## src/rtl/serial_frame_tx_pkg.sv

```systemverilog
package serial_frame_tx_pkg;
  typedef enum logic [1:0] {
    ST_IDLE  = 2'd0,
    ST_DELAY = 2'd1,
    ST_SHIFT = 2'd2
  } frame_state_t;
endpackage

```

## src/rtl/frame_slot_ctrl.sv

```systemverilog
module frame_slot_ctrl
  import serial_frame_tx_pkg::*;
#(
  parameter int CNT_W = 4,
  parameter int LEN_W = 4
) (
  input  logic             clk,
  input  logic             rst_n,
  input  logic             tick,
  input  logic             fsync,
  input  logic             dual_phase,
  input  logic             delay1,
  input  logic [CNT_W-1:0] ph1_words_m1,
  input  logic [CNT_W-1:0] ph2_words_m1,
  input  logic [LEN_W-1:0] ph1_len_m1,
  input  logic [LEN_W-1:0] ph2_len_m1,
  input  logic             last_bit,
  output logic             slot_start,
  output logic             drive_zero,
  output logic [LEN_W-1:0] slot_len_m1
);
  frame_state_t     st_q, st_n;
  logic             phase_q, phase_n;
  logic [CNT_W-1:0] widx_q, widx_n;
  logic [CNT_W-1:0] words_m1;

  assign words_m1    = phase_q ? ph2_words_m1 : ph1_words_m1;
  assign slot_len_m1 = phase_n ? ph2_len_m1 : ph1_len_m1;

  always_comb begin
    st_n       = st_q;
    phase_n    = phase_q;
    widx_n     = widx_q;
    slot_start = 1'b0;
    drive_zero = 1'b0;
    if (tick) begin
      if (fsync) begin
        phase_n = 1'b0;
        widx_n  = '0;
        if (delay1) begin
          st_n       = ST_DELAY;
          drive_zero = 1'b1;
        end else begin
          st_n       = ST_SHIFT;
          slot_start = 1'b1;
        end
      end else begin
        case (st_q)
          ST_DELAY: begin
            st_n       = ST_SHIFT;
            slot_start = 1'b1;
          end
          ST_SHIFT: begin
            if (last_bit) begin
              if (widx_q != words_m1) begin
                widx_n     = widx_q + 1'b1;
                slot_start = 1'b1;
              end else if (!phase_q && dual_phase) begin
                phase_n    = 1'b1;
                widx_n     = '0;
                slot_start = 1'b1;
              end else begin
                st_n       = ST_IDLE;
                drive_zero = 1'b1;
              end
            end
          end
          default: drive_zero = 1'b1;
        endcase
      end
    end
  end

  always_ff @(posedge clk or negedge rst_n) begin
    if (!rst_n) begin
      st_q    <= ST_IDLE;
      phase_q <= 1'b0;
      widx_q  <= '0;
    end else if (tick) begin
      st_q    <= st_n;
      phase_q <= phase_n;
      widx_q  <= widx_n;
    end
  end
endmodule

```

## src/rtl/word_bit_shifter.sv

```systemverilog
module word_bit_shifter #(
  parameter int WORD_W = 16,
  parameter int LEN_W  = 4
) (
  input  logic              clk,
  input  logic              rst_n,
  input  logic              tick,
  input  logic              slot_start,
  input  logic              drive_zero,
  input  logic [LEN_W-1:0]  slot_len_m1,
  input  logic              wr_valid,
  input  logic [WORD_W-1:0] wr_data,
  output logic              sdata,
  output logic              last_bit,
  output logic              underrun
);
  logic [WORD_W-1:0] word_q, word_n;
  logic [LEN_W-1:0]  cnt_q, cnt_n, cnt_dec;
  logic              sd_q, sd_n;
  logic              urun_q, urun_n;

  assign cnt_dec = cnt_q - 1'b1;

  always_comb begin
    word_n = word_q;
    cnt_n  = cnt_q;
    sd_n   = sd_q;
    urun_n = slot_start & ~wr_valid;
    if (tick) begin
      if (slot_start) begin
        word_n = wr_valid ? wr_data : '0;
        cnt_n  = slot_len_m1;
        sd_n   = word_n[slot_len_m1];
      end else if (drive_zero) begin
        sd_n = 1'b0;
      end else if (cnt_q != '0) begin
        cnt_n = cnt_dec;
        sd_n  = word_q[cnt_dec];
      end
    end
  end

  always_ff @(posedge clk or negedge rst_n) begin
    if (!rst_n) begin
      word_q <= '0;
      cnt_q  <= '0;
      sd_q   <= 1'b0;
      urun_q <= 1'b0;
    end else begin
      urun_q <= urun_n;
      if (tick) begin
        word_q <= word_n;
        cnt_q  <= cnt_n;
        sd_q   <= sd_n;
      end
    end
  end

  assign sdata    = sd_q;
  assign last_bit = (cnt_q == '0);
  assign underrun = urun_q;
endmodule

```

## src/rtl/serial_frame_tx.sv

```systemverilog
module serial_frame_tx #(
  parameter int WORD_W    = 16,
  parameter int MAX_WORDS = 16,
  localparam int LEN_W    = $clog2(WORD_W),
  localparam int CNT_W    = $clog2(MAX_WORDS)
) (
  input  logic              clk,
  input  logic              rst_n,
  input  logic              bclk_en,
  input  logic              fsync,
  input  logic              cfg_dual_phase,
  input  logic              cfg_delay1,
  input  logic [CNT_W-1:0]  cfg_ph1_words_m1,
  input  logic [CNT_W-1:0]  cfg_ph2_words_m1,
  input  logic [LEN_W-1:0]  cfg_ph1_len_m1,
  input  logic [LEN_W-1:0]  cfg_ph2_len_m1,
  input  logic              wr_valid,
  input  logic [WORD_W-1:0] wr_data,
  output logic              wr_ready,
  output logic              sdata,
  output logic              underrun
);
  logic [1:0]       rst_sync_q;
  logic             core_rst_n;
  logic             slot_start, drive_zero, last_bit;
  logic [LEN_W-1:0] slot_len_m1;

  always_ff @(posedge clk or negedge rst_n) begin
    if (!rst_n) rst_sync_q <= 2'b00;
    else        rst_sync_q <= {rst_sync_q[0], 1'b1};
  end
  assign core_rst_n = rst_sync_q[1];

  frame_slot_ctrl #(.CNT_W(CNT_W), .LEN_W(LEN_W)) i_ctrl (
    .clk          (clk),
    .rst_n        (core_rst_n),
    .tick         (bclk_en & core_rst_n),
    .fsync        (fsync),
    .dual_phase   (cfg_dual_phase),
    .delay1       (cfg_delay1),
    .ph1_words_m1 (cfg_ph1_words_m1),
    .ph2_words_m1 (cfg_ph2_words_m1),
    .ph1_len_m1   (cfg_ph1_len_m1),
    .ph2_len_m1   (cfg_ph2_len_m1),
    .last_bit     (last_bit),
    .slot_start   (slot_start),
    .drive_zero   (drive_zero),
    .slot_len_m1  (slot_len_m1)
  );

  word_bit_shifter #(.WORD_W(WORD_W), .LEN_W(LEN_W)) i_shift (
    .clk         (clk),
    .rst_n       (core_rst_n),
    .tick        (bclk_en & core_rst_n),
    .slot_start  (slot_start),
    .drive_zero  (drive_zero),
    .slot_len_m1 (slot_len_m1),
    .wr_valid    (wr_valid),
    .wr_data     (wr_data),
    .sdata       (sdata),
    .last_bit    (last_bit),
    .underrun    (underrun)
  );

  assign wr_ready = slot_start;
endmodule

```

## config.mk

```make
export PLATFORM = sky130hd
export DESIGN_NAME = serial_frame_tx
export DESIGN_NICKNAME = d
export VERILOG_FILES = /design/src/rtl/serial_frame_tx_pkg.sv /design/src/rtl/frame_slot_ctrl.sv /design/src/rtl/word_bit_shifter.sv /design/src/rtl/serial_frame_tx.sv
export SDC_FILE = /design/constraint.sdc
export NUM_CORES = 1
export LEC_CHECK = 0
export BUFFER_PORTS_ARGS = -buffer_cell sky130_fd_sc_hd__buf_2
export CAP_MARGIN = 20
export CORE_UTILIZATION = 30
export CTS_CLUSTER_DIAMETER = 150
export CTS_CLUSTER_SIZE = 24
export DETAILED_ROUTE_END_ITERATION = 12
export PLACE_DENSITY = 0.54
export SLEW_MARGIN = 20
export SYNTH_ARGS = -nofsm -noshare
export SYNTH_HDL_FRONTEND = slang
export SYNTH_SLANG_ARGS = --single-unit
```

## constraint.sdc

```tcl
create_clock -name clk -period 1.5 [get_ports clk]
set_input_delay 0.075 -clock clk [delete_from_list [all_inputs] [get_ports clk]]
set_output_delay 0.075 -clock clk [all_outputs]
set_load 0.01 [all_outputs]
```

# [Word level (Yosys, flattened, before mapping)]
# Index checks and enable logic that the tools add are counted.
[word_totals] inputBits=39 out_inout_bits=3 elab_cells=81 register_bits=31
[classes] add_sub_neg=2 n_bitwise=3 n_lt_le_gt_ge=2 muxes=44 n_eq_ne=7 reduce_logical=15
[ops] cell="4-bit 2-to-1 mux" count=10
[ops] cell="1-bit 2-to-1 mux" count=23
[ops] cell="16-bit 2-to-1 mux" count=1
[ops] cell="4-bit by 5-bit < comparator with 1-bit output, second input constant" count=2
[ops] cell="2-bit 2-to-1 mux" count=5
[ops] cell="3-bit nonzero test" count=3
[ops] cell="1-bit binary-select mux with 4-bit select" count=2
[ops] cell="3-bit != test, second input constant" count=2
[ops] cell="2-bit nonzero test" count=3
[ops] cell="5-bit AND reduction" count=1
[ops] cell="4-bit by 1-bit adder with 4-bit output, second input constant" count=1
[ops] cell="4-bit logical NOT" count=1
[ops] cell="4-bit != test" count=1
[ops] cell="1-bit one-hot mux with 2 select lines" count=2
[ops] cell="2-bit one-hot mux with 2 select lines" count=1
[ops] cell="2-bit AND reduction" count=2
[ops] cell="4-bit AND reduction" count=1
[ops] cell="4-bit nonzero test" count=1
[ops] cell="4-bit by 1-bit subtractor with 4-bit output, second input constant" count=1
[ops] cell="3-bit by 2-bit != test with 1-bit output, second input constant" count=1
[ops] cell="3-bit AND reduction" count=1
[ops] cell="1-bit bitwise AND" count=2
[ops] cell="2-bit by 1-bit equality test with 1-bit output, second input constant" count=1
[ops] cell="2-bit equality test, second input constant" count=1
[ops] cell="4 further kinds" count=4

# [Logic depth before layout (Yosys ltp)]
[depth] depth_word=12 ltp_mapped=13

# [By module]
# A second synthesis with hierarchy kept.
[unflattened] cells_unflattened=207 hier_area_um2=1970.6
[by_module_without_submodules] mod="word_bit_shifter" area_per_inst_um2=1276.2 instances=1 cells_each=133
[by_module_without_submodules] mod="frame_slot_ctrl" area_per_inst_um2=634.4 instances=1 cells_each=70
[by_module_without_submodules] mod="serial_frame_tx" area_per_inst_um2=60.1 instances=1 cells_each=4

# [Worst setup path after synthesis]
# Ideal clock, no wire load.
[synth_timing] path_kind="reg-to-reg" from="register rst_sync_q[1]" to="register i_shift.sd_q (netlist: i_shift.sdata)" setup_time_ns=0.120 setup_slack_ns=-1.716 t_arrival_ns=3.097 stages_incl_launch_ff=10 cell_sequence="dfrtp_1 > nand2_1 > or4_4 > o21ai_4 > mux2i_1 > buf_6 > mux2i_1 > a22o_1 > o221ai_1 > a31o_1"
[synth_via] elab_chain_cells=6
[synth_lines] element="from (decl)" line="serial_frame_tx.sv:23" text="logic [1:0] rst_sync_q;"
[synth_lines] element="from (signal assigned)" line="serial_frame_tx.sv:30" text="else rst_sync_q <= {rst_sync_q[0], 1'b1};"
[synth_lines] element="1-bit bitwise AND (*)" line="serial_frame_tx.sv:37, serial_frame_tx.sv:54"
[synth_lines] element="1-bit 2-to-1 mux" line="frame_slot_ctrl.sv:36" text="if (tick) begin"
[synth_lines] element="4-bit 2-to-1 mux" line="frame_slot_ctrl.sv:28" text="assign slot_len_m1 = phase_n ? ph2_len_m1 : ph1_len_m1;"
[synth_lines] element="1-bit binary-select mux with 4-bit select" line="word_bit_shifter.sv:33" text="sd_n = word_n[slot_len_m1];"
[synth_lines] element="1-bit 2-to-1 mux (implied by the code)" line="word_bit_shifter.sv:33"
[synth_lines] element="1-bit 2-to-1 mux" line="word_bit_shifter.sv:30" text="if (slot_start) begin"
[synth_lines] element="to (signal assigned)" line="word_bit_shifter.sv:54" text="sd_q <= sd_n;"
[synth_lines] element="to (decl)" line="word_bit_shifter.sv:19" text="logic sd_q, sd_n;"
# Every way passes the cells marked *; elsewhere a longest branch is shown, timed or not. The select of a mux whose other input is x is not followed.
# A chain may end at the register's enable or synchronous reset.

# [Worst setup path after layout]
[layout_timing] from="register i_shift.cnt_q[0]" to="register i_shift.sd_q (netlist: i_shift.sdata)"
[layout_via] elab_chain_cells=9
[layout_lines] element="from (decl)" line="word_bit_shifter.sv:18" text="logic [LEN_W-1:0] cnt_q, cnt_n, cnt_dec;"
[layout_lines] element="from (signal assigned)" line="word_bit_shifter.sv:53" text="cnt_q <= cnt_n;"
[layout_lines] element="4-bit logical NOT" line="word_bit_shifter.sv:60" text="assign last_bit = (cnt_q == '0);"
[layout_lines] element="1-bit 2-to-1 mux" line="frame_slot_ctrl.sv:54" text="if (last_bit) begin"
[layout_lines] element="1-bit 2-to-1 mux" line="frame_slot_ctrl.sv:48" text="case (st_q)"
[layout_lines] element="1-bit 2-to-1 mux" line="frame_slot_ctrl.sv:37" text="if (fsync) begin"
[layout_lines] element="1-bit 2-to-1 mux" line="frame_slot_ctrl.sv:36"
[layout_lines] element="4-bit 2-to-1 mux" line="frame_slot_ctrl.sv:28"
[layout_lines] element="1-bit binary-select mux with 4-bit select" line="word_bit_shifter.sv:33"
[layout_lines] element="1-bit 2-to-1 mux (implied by the code)" line="word_bit_shifter.sv:33"
[layout_lines] element="1-bit 2-to-1 mux" line="word_bit_shifter.sv:30"
# Parallel ways exist; a longest one is shown, timed or not. The select of a mux whose other input is x is not followed.

==> flow_metrics.env <==
export IMPL_status="complete, but fails checks"
export IMPL_failed_checks="negative setup slack"
export IMPL_ys_seq_area_share_pct=41.1
export IMPL_nets=339
export IMPL_grt_pass1_vias=1703
export IMPL_synth_cell_types=34
export IMPL_seqCellArea_um2=781
export IMPL_drive_above_1_share_pct=54.7
export IMPL_synth_adder_area_share_pct=3.31
export IMPL_num_rows=28
export IMPL_synth_compound_gate_area_share_pct=16.3
export IMPL_synthesis_nets=246
export IMPL_finalHoldViolations=0
export IMPL_antenna_found_initial=0
export IMPL_via_count=1820
export IMPL_synthArstFlopShare_pct=100
export IMPL_area_growth_syn_to_layout_pct=62.3
export IMPL_path_cells="clkinv_4, ha_4, nor3b_4, nand2_1, or4_4, o21ai_4, mux2i_2, buf_4, mux2i_1, a22o_1, o221ai_2, a31o_1"
export IMPL_period_share_pct=182
export IMPL_drt_first_pass_iters=4
export IMPL_dieArea_um2=6620
export IMPL_syn_area_per_cell_um2=9.35
export IMPL_preCtsSetupSlack_ns=-1.28
export IMPL_fin_util_pct=51.2
export IMPL_fp_dieH_um=81.4
export IMPL_worst_setup_path_end_kind="flip-flop"
export IMPL_setup_tns_final_ns=-20.47
export IMPL_die_w_um=81.4
export IMPL_netlist_instances=202
export IMPL_placed_area_um2=2460
export IMPL_wl_per_cell_um=14.6
export IMPL_critPathSlowestCell="or4_4"
export IMPL_yosys_warnings=0
export IMPL_fin_area_um2=3070
export IMPL_hold_path_class="in -> reg"
export IMPL_drt_iter0_drc=61
export IMPL_clock_skew_ns=0.00621
export IMPL_cap_viol_max_count=0
export IMPL_grt_pass1_wl_mm=8.05
export IMPL_crit_path_start_kind="flip-flop"
export IMPL_worstPathRequired_ns=1.68
export IMPL_worst_slack_ns=-1.23
export IMPL_coreArea_um2=5990
export IMPL_track_usage_pct=16.6
export IMPL_cp_max_fo=4
export IMPL_ant_nets=0
export IMPL_irDropWorstVdd_mv=0.525
export IMPL_syn_area_um2=1890
export IMPL_hpwl_mm=3.62
export IMPL_multi_input_area_um2=1280
export IMPL_gp_congestion=0.749
export IMPL_htree_levels=2
export IMPL_final_cells=371
export IMPL_synth_top_family_by_area="simple AND/OR/NAND/NOR gates"
export IMPL_synth_simple_gate_area_share_pct=16.8
export IMPL_antenna_cells=0
export IMPL_clkSinkCount=31
export IMPL_rr_worst_depth=12
export IMPL_tritoncts="done"
export IMPL_grt_start_max_net_pins=31
export IMPL_synth_xor_area_share_pct=4.17
export IMPL_dp_cells=346
export IMPL_holdWs_ns=0.0388
export IMPL_cts_root_buf="clkbuf_8"
export IMPL_drc=0
export IMPL_worstPathArrival_ns=2.90
export IMPL_min_path_cells=3
export IMPL_cp_num_cells=12
export IMPL_clk_latency_ns=0.29
export IMPL_synth_edf_count=0
export IMPL_power_density_nw_per_um2=1230
export IMPL_ys_ff_latch=31
export IMPL_critPathBufInv=2
export IMPL_initial_utilization_pct=31.5
export IMPL_num_fill_cells=561
export IMPL_cts_buffers_inserted=5
export IMPL_io_pins=42
export IMPL_p_leak_nw=1.42
export IMPL_max_freq_ghz=0.366
export IMPL_cp_top_family="compound AO/OA/AOI/OAI gates"
export IMPL_finalWirelength_mm=5.41
export IMPL_routed_via_density=4.91
export IMPL_grt_overflow_total=0
export IMPL_synthMuxAreaShare_pct=14.6
export IMPL_cpPeakStageDelay_ns=0.43
export IMPL_setup_violations=30
export IMPL_slew_viol_final=0
export IMPL_total_power_mw=3.78
export IMPL_portBuffers=41
export IMPL_clk_pin_slew_ns=0.06
export IMPL_rsz0062_at_grt="yes"
export IMPL_worstSetupPathType="reg -> reg"
export IMPL_clockBufferDepth=2
export IMPL_finalCriticalPeriod_ns=2.73
export IMPL_synth_flop_cell="dfrtp_1"
-- where the power goes --
part	switching (mW)	internal, mW
clock	0.321	0.497
combinational	0.756	0.972
sequential	0.176	1.06
total	1.25	2.53
-- layer usage --
metal	vias to the layer above	wire [µm]	track usage (%)
li1	900	-	-
met1	870	2340	20.8
met2	41	2770	26.9
met3	9	209	3.71
met4	0	93	7.50
met5	-	0	0
-- logic make-up (layout without fill, tap and decap cells) --
group                    after synthesis  in the layout
multiplexers                          21             21
buffers and inverters                 16            110
AO/OA/AOI/OAI                         50             50
other                                  1              1
adder cells (fa/ha/maj)                5              5
AND/OR/NAND/NOR                       69             69
flip-flops                            31             31
XOR/XNOR                               9              9
-- placed cells by master (no fill, tap or decap), types with 3 or more instances in the layout --
cell type	instances
nand2b_2	3
a22o_1	4
nor2_1	5
nand2b_1	4
nand2_4	5
nand2_2	14
a21oi_1	7
buf_12	3
buf_2	40
clkbuf_8	5
mux2i_1	11
dfrtp_1	29
clkbuf_16	3
nand2_1	26
xor2_1	8
buf_4	39
o21ai_1	15
ha_1	4
o21ai_2	10
buf_6	7
inv_1	4
mux4_2	5
-- layout make-up --
| cell class | count | area share (%) |
|---|---|---|
| clock inverters | 1 | 0.979 |
| clock buffers | 7 | 2.49 |
| flip-flops and latches | 31 | 25.5 |
| well taps | 75 | 3.06 |
| inverters | 7 | 1.02 |
| repair buffers | 95 | 25.2 |
| multi-input cells | 155 | 41.8 |
-- worst paths after layout --
path,start,endpoint,slack (ns)
setup / recovery,i_shift.cnt_q[0],i_shift.sdata,-1.23
hold / removal,wr_data[14],i_shift.word_q[14],0.04
setup reg to reg,i_shift.cnt_q[0],i_shift.sdata,-1.23
hold reg to reg,rst_sync_q[0],rst_sync_q[1],0.35
max in group asynchronous,rst_sync_q[1],i_ctrl.phase_q,0.84
min in group asynchronous,rst_n,rst_sync_q[1],0.09
-- sequential cells by signal, summed over array words and instances, names as in the netlist --
| name | count |
|---|---|
| i_ctrl.phase_q | 1 |
| i_ctrl.st_q | 2 |
| i_ctrl.widx_q | 4 |
| i_shift.cnt_q | 4 |
| i_shift.sdata | 1 |
| i_shift.underrun | 1 |
| i_shift.word_q | 16 |
| rst_sync_q | 2 |
-- synthesized netlist by cell type, types with 4 or more instances --
| cell | count | share of area, % |
|---|---|---|
| nor2_1 | 7 | 1.4 |
| o21ai_0 | 27 | 7.2 |
| clkbuf_1 | 7 | 1.4 |
| xor2_1 | 8 | 3.7 |
| dfrtp_1 | 31 | 41 |
| mux4_2 | 5 | 6.0 |
| inv_1 | 7 | 1.4 |
| a21oi_1 | 8 | 2.1 |
| ha_1 | 5 | 3.3 |
| a22o_1 | 4 | 1.9 |
| nand2b_1 | 4 | 1.3 |
| nand2_1 | 45 | 8.9 |
| mux2i_1 | 14 | 7.4 |
-- worst min-delay path, cell delays in order --
cell     delay, ns
buf_2         0.11
nand2_1       0.06
o21ai_1       0.05
-- timing repair --
action                                  in CTS  in global routing
hold endpoints to repair                     2                  0
cloned                                       2                  4
resized for setup                           37                 58
setup buffers                                2                  8
hold buffers                                 1                  0
endpoints found under the setup margin      30                 30
pin swaps                                   14                 28
Note: power is estimated with default switching activity, not from simulation.
